<file path="src/rtl/clkRstPkg.sv">
package clkRstPkg;

  typedef struct packed {
    logic setRst;
    logic clrRst;
  } ctrlStrobes_t;

endpackage

</file>
<file path="src/rtl/clkDivider.sv">
module clkDivider #(
  parameter int DIV      = 3,
  parameter int HIGH_CNT = 1
) (
  input  logic oscClk,
  input  logic porN,
  output logic clkOut
);
  localparam int CW = (DIV > 2) ? $clog2(DIV) : 1;
  localparam logic [CW-1:0] LAST   = CW'(DIV - 1);
  localparam logic [CW-1:0] HI_START = CW'(DIV - HIGH_CNT);

  logic [CW-1:0] cnt;
  logic [CW-1:0] cntNext;

  always_comb begin
    cntNext = (cnt == LAST) ? '0 : cnt + 1'b1;
  end

  // counter and output both start from zero so the phase after reset is fixed
  always_ff @(posedge oscClk or negedge porN) begin
    if (!porN) begin
      cnt    <= '0;
      clkOut <= 1'b0;
    end else begin
      cnt    <= cntNext;
      clkOut <= (cntNext >= HI_START);
    end
  end

  // independent period monitor: cycles between successive rising edges
  logic       prevOut;
  logic       seenRise;
  logic [7:0] gap;

  always_ff @(posedge oscClk or negedge porN) begin
    if (!porN) begin
      prevOut  <= 1'b0;
      seenRise <= 1'b0;
      gap      <= '0;
    end else begin
      prevOut <= clkOut;
      if (clkOut && !prevOut) begin
        gap      <= 8'd1;
        seenRise <= 1'b1;
      end else if (gap != 8'hFF) begin
        gap <= gap + 8'd1;
      end
    end
  end


  period_chk: assert property (@(posedge oscClk) disable iff (!porN)
    (clkOut && !prevOut && seenRise) |-> (gap == 8'(DIV)));

endmodule

</file>
<file path="src/rtl/crgDatapath.sv">
module crgDatapath
  import clkRstPkg::*;
#(
  parameter int PROC_DIV    = 3,
  parameter int PROC_HIGH   = 1,
  parameter int PERI_DIV    = 5,
  parameter int PERI_HIGH   = 2,
  parameter int SYNC_STAGES = 2
) (
  input  logic         oscClk,
  input  logic         porN,
  input  logic         rstReqN,
  input  logic         readyReq,
  input  ctrlStrobes_t strobes,
  output logic         procClk,
  output logic         periClk,
  output logic         fallStb,
  output logic         reqHeld,
  output logic         rstOutQ,
  output logic         readyOut
);

  clkDivider #(.DIV(PROC_DIV), .HIGH_CNT(PROC_HIGH)) u_procDiv (
    .oscClk (oscClk),
    .porN   (porN),
    .clkOut (procClk)
  );

  clkDivider #(.DIV(PERI_DIV), .HIGH_CNT(PERI_HIGH)) u_periDiv (
    .oscClk (oscClk),
    .porN   (porN),
    .clkOut (periClk)
  );

  // procClk is registered: when it is high, the next oscillator edge lowers it
  assign fallStb = procClk;

  // reset request synchronizer: asynchronous capture, synchronous release
  logic                   asyncClr;
  logic [SYNC_STAGES-1:0] reqPipe;
  assign asyncClr = rstReqN & porN;

  always_ff @(posedge oscClk or negedge asyncClr) begin
    if (!asyncClr) reqPipe <= '1;
    else           reqPipe <= {reqPipe[SYNC_STAGES-2:0], 1'b0};
  end
  assign reqHeld = reqPipe[SYNC_STAGES-1];

  // ready synchronizer
  logic [SYNC_STAGES-1:0] rdyPipe;
  always_ff @(posedge oscClk or negedge porN) begin
    if (!porN) rdyPipe <= '0;
    else       rdyPipe <= {rdyPipe[SYNC_STAGES-2:0], readyReq};
  end
  assign readyOut = rdyPipe[SYNC_STAGES-1];

  // reset output register, moved only by control strobes
  always_ff @(posedge oscClk or negedge porN) begin
    if (!porN)               rstOutQ <= 1'b1;
    else if (strobes.setRst) rstOutQ <= 1'b1;
    else if (strobes.clrRst) rstOutQ <= 1'b0;
  end


  rst_on_fall_chk: assert property (@(posedge oscClk) disable iff (!porN)
    !$stable(rstOutQ) |-> $past(procClk));


  held_req_chk: assert property (@(posedge oscClk) disable iff (!porN)
    (reqHeld && fallStb) |=> rstOutQ);

endmodule

</file>
<file path="src/rtl/crgControl.sv">
module crgControl
  import clkRstPkg::*;
#(
  parameter int MIN_RST_CLKS = 4
) (
  input  logic         oscClk,
  input  logic         porN,
  input  logic         fallStb,
  input  logic         reqHeld,
  input  logic         rstOutQ,
  output ctrlStrobes_t strobes
);
  localparam int CW = $clog2(MIN_RST_CLKS + 1);
  localparam logic [CW-1:0] LAST_QUIET = CW'(MIN_RST_CLKS - 1);

  logic          pend;
  logic [CW-1:0] quietCnt;
  logic          setCond;

  always_comb begin
    setCond        = fallStb && (reqHeld || pend);
    strobes.setRst = setCond;
    strobes.clrRst = fallStb && !setCond && rstOutQ && (quietCnt == LAST_QUIET);
  end

  // pend keeps a request seen between procClk falls; quietCnt counts request-free falls
  always_ff @(posedge oscClk or negedge porN) begin
    if (!porN) begin
      pend     <= 1'b0;
      quietCnt <= '0;
    end else begin
      if (fallStb)      pend <= 1'b0;
      else if (reqHeld) pend <= 1'b1;

      if (setCond)                 quietCnt <= '0;
      else if (fallStb && rstOutQ) quietCnt <= strobes.clrRst ? '0 : quietCnt + 1'b1;
    end
  end

  // independent count of procClk falls seen while reset output is high
  logic [CW:0] hiFalls;
  always_ff @(posedge oscClk or negedge porN) begin
    if (!porN) hiFalls <= '0;
    else if (fallStb) begin
      if (!rstOutQ)               hiFalls <= '0;
      else if (hiFalls != '1)     hiFalls <= hiFalls + 1'b1;
    end
  end


  min_width_chk: assert property (@(posedge oscClk) disable iff (!porN)
    $fell(rstOutQ) |-> (hiFalls >= (CW+1)'(MIN_RST_CLKS)));

endmodule

</file>
<file path="src/rtl/procClkRstGen.sv">
module procClkRstGen
  import clkRstPkg::*;
#(
  parameter int PROC_DIV     = 3,
  parameter int PERI_DIV     = 5,
  parameter int MIN_RST_CLKS = 4,
  parameter int SYNC_STAGES  = 2
) (
  input  logic oscClk,
  input  logic porN,
  input  logic rstReqN,
  input  logic readyReq,
  output logic procClk,
  output logic periClk,
  output logic oscOut,
  output logic rstOut,
  output logic readyOut
);
  localparam int PROC_HIGH = PROC_DIV / 3;
  localparam int PERI_HIGH = PERI_DIV / 2;

  ctrlStrobes_t strobes;
  logic         fallStb;
  logic         reqHeld;
  logic         rstOutQ;

  assign oscOut = oscClk;
  assign rstOut = rstOutQ;

  crgDatapath #(
    .PROC_DIV    (PROC_DIV),
    .PROC_HIGH   (PROC_HIGH),
    .PERI_DIV    (PERI_DIV),
    .PERI_HIGH   (PERI_HIGH),
    .SYNC_STAGES (SYNC_STAGES)
  ) u_dp (
    .oscClk   (oscClk),
    .porN     (porN),
    .rstReqN  (rstReqN),
    .readyReq (readyReq),
    .strobes  (strobes),
    .procClk  (procClk),
    .periClk  (periClk),
    .fallStb  (fallStb),
    .reqHeld  (reqHeld),
    .rstOutQ  (rstOutQ),
    .readyOut (readyOut)
  );

  crgControl #(
    .MIN_RST_CLKS (MIN_RST_CLKS)
  ) u_ctrl (
    .oscClk  (oscClk),
    .porN    (porN),
    .fallStb (fallStb),
    .reqHeld (reqHeld),
    .rstOutQ (rstOutQ),
    .strobes (strobes)
  );

endmodule

</file>
<file path="config.mk">
export PLATFORM = sky130hd
export DESIGN_NAME = procClkRstGen
export DESIGN_NICKNAME = d
export VERILOG_FILES = /design/src/rtl/clkRstPkg.sv /design/src/rtl/clkDivider.sv /design/src/rtl/crgDatapath.sv /design/src/rtl/crgControl.sv /design/src/rtl/procClkRstGen.sv
export SDC_FILE = /design/constraint.sdc
export NUM_CORES = 1
export LEC_CHECK = 0
export ABC_AREA = 1
export CAP_MARGIN = 20
export CORE_AREA = 2 2 39 41
export CTS_BUF_LIST = sky130_fd_sc_hd__clkbuf_8 sky130_fd_sc_hd__clkbuf_16
export CTS_CLUSTER_SIZE = 16
export DETAILED_ROUTE_END_ITERATION = 16
export DIE_AREA = 0 0 41 43
export DONT_BUFFER_PORTS = 1
export PLACE_DENSITY_LB_ADDON = 0.1
export RECOVER_POWER = 25
export SYNTH_ARGS = -nofsm -noshare
export SYNTH_HDL_FRONTEND = slang
export SYNTH_HIERARCHICAL = 1
export SYNTH_SLANG_ARGS = --single-unit
export TNS_END_PERCENT = 30
</file>
<file path="constraint.sdc">
create_clock -name oscClk -period 1.1 [get_ports oscClk]
set_input_delay 0 -clock oscClk [delete_from_list [all_inputs] [get_ports oscClk]]
set_output_delay 0 -clock oscClk [all_outputs]
set_load 0.03 [all_outputs]
</file>
==> impl_metrics.json, run 1 <==
{
  "area_growth_syn_to_layout_pct": 18.7,
  "r2r-end": "u_ctrl/quietCnt[2]",
  "start_util": 0.475,
  "relSlewSlack": 0.607,
  "dp_hpwl_um": 669,
  "crit_start": "u_dp/rstOutQ",
  "worstPathArrival_ps": 1120,
  "slew_violations": 0,
  "grt_pass1_wl_mm": 1.55,
  "worst_pin_slew_ps": 587,
  "grt_usage": 0.136,
  "chipWidth_um": 41,
  "critical_path.max_stage_delay_ps": 550,
  "r2r_cells": 5,
  "drc": 0,
  "yosys_warnings": 6,
  "grt_setup_unrepaired": "no",
  "num_io_pins": 9,
  "fin_tns_setup_ps": 0,
  "setup.worst_path.end_class": "flop",
  "avgSynthCellArea_um2": 9.52,
  "synth_cells": 69,
  "syn-cell-area_um2": 657,
  "cts_tree": "yes",
  "clock-root-buffer": "clkbuf_8",
  "synth_fp_nets": 76,
  "cts_max_level": 1,
  "synth-seq-area-share": 0.577,
  "ys_seq_elements": 15,
  "critPathRequiredTime_ps": 1230,
  "gp_congestion": 0.719,
  "die_h_um": 43,
  "final_nets": 85,
  "dp_cells": 85,
  "setup_viol": 0,
  "clock_skew_ps": 2.18,
  "die_area_um2": 1760,
  "grt_overflow": 0,
  "cts_buffers": 3,
  "antenna_found_initial": 0,
  "path_cells": "nand2_4 -> inv_4 -> nand3_2 -> nand4_1 -> nand2_1",
  "endpoint": "u_ctrl/quietCnt[2]",
  "cts.sinks": 15,
  "period_minus_slack_ps": 997,
  "synth-edff-count": 0,
  "netlist_top_cells_count": "16 x inv_1, 12 x dfrtp_1, 12 x nand2_1, 6 x nor2_1, 4 x nand3_1",
  "postPlaceCellArea_um2": 682,
  "post_drt_wl_per_cell_um": 9.48,
  "maxClockFrequency_ghz": 1.00,
  "ant_nets": 0,
  "grt_pass1_vias": 381,
  "clockBufferDepth": 2,
  "synth_ff_type": "dfrtp_1",
  "drt_wl_total_um": 882,
  "p_leak_nw": 0.413,
  "min_path_type": "clk -> out",
  "synthDistinctLibCells": 17,
  "cpMaxStageDelayCell": "dfstp_2",
  "status": "finished clean",
  "rows": 14,
  "synth_top_cell_area_share": 0.457,
  "max_cap_violations": 0,
  "yosysTopAreaCell": "dfrtp_1",
  "grt_max_degree": 15,
  "yosysMostFrequentCell": "inv_1",
  "viasPerCell": 4.57,
  "via_count": 425,
  "critPathKind": "reg -> reg",
  "place_ws_ps": 66.5,
  "cp_max_fo": 4,
  "setup_ws_ps": 103,
  "timing.rr.start": "u_dp/rstOutQ",
  "final_cells": 93,
  "fin_area_um2": 779,
  "drtIter0Drc": 8,
  "drive_gt1_frac": 0.286,
  "worstSetupStartpointType": "flop",
  "power_density_nw_per_um2": 1310,
  "synthTopCellsByArea": "dfrtp_1 46%, dfstp_2 12%, inv_1 9.1%",
  "core_um2": 1380,
  "first_pass_iters": 4,
  "io_buffers": 0,
  "irDropWorstVdd_uv": 1080,
  "layout_worst_path_cycle_share": 0.907,
  "finalHoldViolations": 0,
  "async_flop_share": 1.00,
  "path_clk_slew_ps": 60,
  "clk_latency_ps": 240,
  "num_antenna_cells": 0,
  "worst-r2r-setup-slack_ps": 100
}
==> power by group <==
| group | internal, W | switching, W |
|---|---|---|
| sequential | 0.000567 | 0.0000103 |
| clock | 0.000246 | 0.000169 |
| combinational | 0.0000116 | 0.0000175 |
| total | 0.000824 | 0.000197 |
==> metal layers <==
layer  vias to the layer above  global-route usage  routed length, µm  share of wire
met5                         -                   0                  0              0
met4                         0              0.0600                  8         0.0091
met3                         2              0.0419                 53          0.060
met2                         8               0.203                440           0.50
met1                       200               0.176                378           0.43
li1                        215                   -                  -              -
==> cells in the final DEF (no fill, tap or decap) <==
| cell | Yosys | final |
|---|---|---|
| conb_1 | 1 | 1 |
| nor2_2 | 1 | 3 |
| mux2i_1 | 1 | 1 |
| inv_1 | 16 | 15 |
| dlygate4sd3_1 | 0 | 3 |
| o21ai_1 | 1 | 1 |
| buf_4 | 3 | 4 |
| ha_2 | 0 | 1 |
| dfrtp_1 | 12 | 12 |
| nor2_1 | 6 | 4 |
| o21ai_2 | 1 | 1 |
| ha_1 | 3 | 2 |
| nand2_1 | 12 | 12 |
| nand3_2 | 2 | 3 |
| nand4_1 | 1 | 1 |
| inv_4 | 0 | 1 |
| inv_2 | 1 | 2 |
| clkbuf_8 | 0 | 3 |
| nand2_4 | 0 | 1 |
| dfstp_2 | 3 | 3 |
| nand3_1 | 4 | 3 |
==> metrics by stage <==
stage                     power [W]  hold WS (ps)  utilization
after floorplan            0.000729          -296            -
final                       0.00102        0.0152        0.563
after CTS                   0.00103       0.00574        0.547
after detailed placement   0.000596          -295        0.493
after global routing        0.00107        0.0939        0.563
after global placement     0.000595          -295        0.493
==> what timing repair did <==
action | CTS | global route
hold endpoints to repair | 16 | 0
setup buffers | 0 | 1
hold buffers | 3 | 0
resized for setup | 0 | 7
endpoints found under the setup margin | 0 | 3
==> final cells by class <==
cell class,count,area [µm²]
flip-flops and latches,15,379
repair buffers,7,60.1
inverters,17,66.3
clock buffers,3,41.3
multi-input cells,34,209
fillers,137,604
well taps,16,20.0
clock inverters,1,3.75
==> flip-flops by register name, summed over array words and instances, names as in the netlist <==
name                   flops
u_ctrl/quietCnt            3
u_dp/u_periDiv/cnt         3
u_dp/rdyPipe               2
u_dp/reqPipe               2
u_ctrl/pend                1
u_dp/rstOutQ               1
u_dp/u_periDiv/clkOut      1
u_dp/u_procDiv/clkOut      1
u_dp/u_procDiv/cnt         1
==> worst min-delay path by stage <==
stage	from	endpoint	slack, ps	cells past startpoint
after floorplan	porN	u_ctrl/pend	-300	0
after global placement	porN	u_dp/u_periDiv/cnt[0]	-300	0
after detailed placement	porN	u_dp/u_periDiv/cnt[0]	-300	0
after CTS	oscClk	oscOut	0.006	0
after global routing	oscClk	oscOut	0.09	0
final	oscClk	oscOut	0.02	0
==> worst max-delay path: cells and delay by family (launching register included) <==
family	cells	cell delay (ps)
flip-flops	1	550
buffers and inverters	1	70
AND/OR/NAND/NOR	4	280
==> logic make-up (layout without fill, tap and decap cells) <==
family / after synthesis / after routing / share of synthesized area
other cells: 1 / 1 / 0.00571
simple gates: 27 / 27 / 0.192
compound gates: 2 / 2 / 0.0209
buf+inv: 20 / 28 / 0.131
mux: 1 / 1 / 0.0152
fa+ha+maj: 3 / 3 / 0.0571
flops: 15 / 15 / 0.577
Note: power is estimated with default switching activity, not from simulation.
==> run 2: changes to the inputs <==
Settings changed: GPL_TIMING_DRIVEN set to 0.
==> run 2 against run 1 <==
  * The run now ends with negative setup slack left
  * Cell count up 3.2%
  * Wire length increased by 5.0%
  * Cell area is 5.0% higher
  * Setup slack worse by 150 ps
  * Combinational power fell by 5%
  * Largest power group is now clock
==> impl_metrics.json, run 2 (synthesis gave the netlist of run 1 again) <==
{
  "status": "complete, but fails checks",
  "violations": "negative setup slack",
  "relSlewSlack": 0.603,
  "r2r-end": "u_dp/rstOutQ",
  "cts_tree": "yes",
  "chipWidth_um": 41,
  "grt_pass1_vias": 406,
  "start_util": 0.475,
  "grt_overflow": 0,
  "pwr-share-comb": 0.019,
  "finalHoldViolations": 0,
  "p_leak_nw": 0.440,
  "fin_tns_setup_ps": -103,
  "antenna_found_initial": 0,
  "first_pass_iters": 4,
  "drtIter0Drc": 4,
  "clock_skew_ps": 0.701,
  "num_antenna_cells": 0,
  "worstSetupStartpointType": "flop",
  "grt_pass1_wl_mm": 1.61,
  "num_io_pins": 9,
  "slew_violations": 0,
  "dp_cells": 85,
  "worst_pin_slew_ps": 594,
  "die_area_um2": 1760,
  "worstPathArrival_ps": 1420,
  "grt_setup_unrepaired": "yes",
  "clk_latency_ps": 340,
  "timing.rr.start": "u_dp/rstOutQ",
  "power_density_nw_per_um2": 1750,
  "ant_nets": 0,
  "min_path_type": "in -> async",
  "dp_hpwl_um": 630,
  "maxClockFrequency_ghz": 0.874,
  "area_growth_syn_to_layout_pct": 24.6,
  "grt_max_degree": 15,
  "layout.cells.most_common": "inv_1",
  "path_clk_slew_ps": 50,
  "cp_max_fo": 3,
  "core_um2": 1380,
  "layout_worst_path_cycle_share": 1.04,
  "setup_ws_ps": -43.8,
  "p_clk_frac": 0.578,
  "critPathKind": "reg -> reg",
  "grt_usage": 0.156,
  "final_cells": 96,
  "drt_wl_total_um": 926,
  "p_switching_w": 0.000329,
  "p_seq_frac": 0.403,
  "layout_common_cells": "17 x inv_1, 12 x nand2_1, 11 x dfrtp_1",
  "io_buffers": 0,
  "internal-power_w": 0.00110,
  "gp_congestion": 0.725,
  "max_cap_violations": 0,
  "largestRegisters": "u_ctrl/quietCnt (3), u_dp/u_periDiv/cnt (3)",
  "post_drt_wl_per_cell_um": 9.65,
  "r2r_cells": 7,
  "viasPerCell": 4.50,
  "via_count": 432,
  "final_nets": 88,
  "worst-r2r-setup-slack_ps": -40,
  "critPathRequiredTime_ps": 1380,
  "die_h_um": 43,
  "period_minus_slack_ps": 1140,
  "rows": 14,
  "drive_gt1_frac": 0.275,
  "swShare": 0.230,
  "setup_viol": 3,
  "drc": 0,
  "irDropWorstVdd_uv": 1090,
  "setup.worst_path.end_class": "flop"
}
run 2: repair_timing:
action,CTS,global route
setup buffers,1,0
endpoints found under the setup margin,4,5
endpoints found under the hold margin,16,0
gates resized for setup,2,2
hold buffers,3,0
run 2: area by class of cell:
cell class                      instances  area (µm²)
Tap cell                               16        20.0
Clock buffer                            6        82.6
Sequential cell                        15         380
Inverter                               17        66.3
Buffer                                  3        22.5
Clock inverter                          1        3.75
Timing Repair Buffer                    4        37.5
Multi-Input combinational cell         34         205
Fill cell                             119         566
run 2: power by group through the flow:
stage	clock network, W	registers [W]	logic (W)
final	0.000827	0.000576	0.0000275
after detailed placement	0.000136	0.000585	0.0000101
after global routing	0.000890	0.000577	0.0000329
after CTS	0.000858	0.000576	0.0000276
after global placement	0.000136	0.000585	0.00000962
after floorplan	0.000136	0.000584	0.00000833
run 2: worst max-delay path by stage:
| stage | slack (ps) | cells after the start | start | to |
|---|---|---|---|---|
| finish | -40 | 7 | u_dp/rstOutQ | u_dp/rstOutQ |
| global route | -110 | 7 | u_dp/rstOutQ | u_dp/rstOutQ |
| CTS | -50 | 5 | u_dp/rstOutQ | u_ctrl/quietCnt[2] |
| detailed placement | -80 | 5 | u_dp/rstOutQ | u_ctrl/quietCnt[2] |
| global placement | -60 | 7 | u_dp/rstOutQ | u_dp/rstOutQ |
| floorplan | -3 | 7 | u_dp/rstOutQ | u_dp/rstOutQ |
run 2: through the flow:
stage / power [W] / area (µm²) / util / setup WS, ps / hold WS [ps]
CTS: 0.00146 / 813 / 0.588 / -45.8 / 111
floorplan: 0.000729 / 662 / - / -2.95 / -296
detailed placement: 0.000732 / 682 / 0.493 / -81.8 / -295
global route: 0.00150 / 818 / 0.591 / -106 / 159
finish: 0.00143 / 818 / 0.591 / -43.8 / 101
global placement: 0.000731 / 682 / 0.493 / -60.6 / -295
run 2: metal layers:
metal / wire [µm] / vias to the layer above / track usage
met5: 0 / - / 0
met4: 15 / 0 / 0.180
met3: 20 / 2 / 0.0681
met2: 469 / 6 / 0.188
met1: 421 / 203 / 0.181
li1: - / 221 / -
run 2: worst max-delay path, cell delays in order (launching register included):
cell     delay (ps)
dfstp_2         650
nand2_4          90
inv_4            70
nand3_2          70
inv_1            60
inv_1            30
nand2_1          50
nand2_1          50
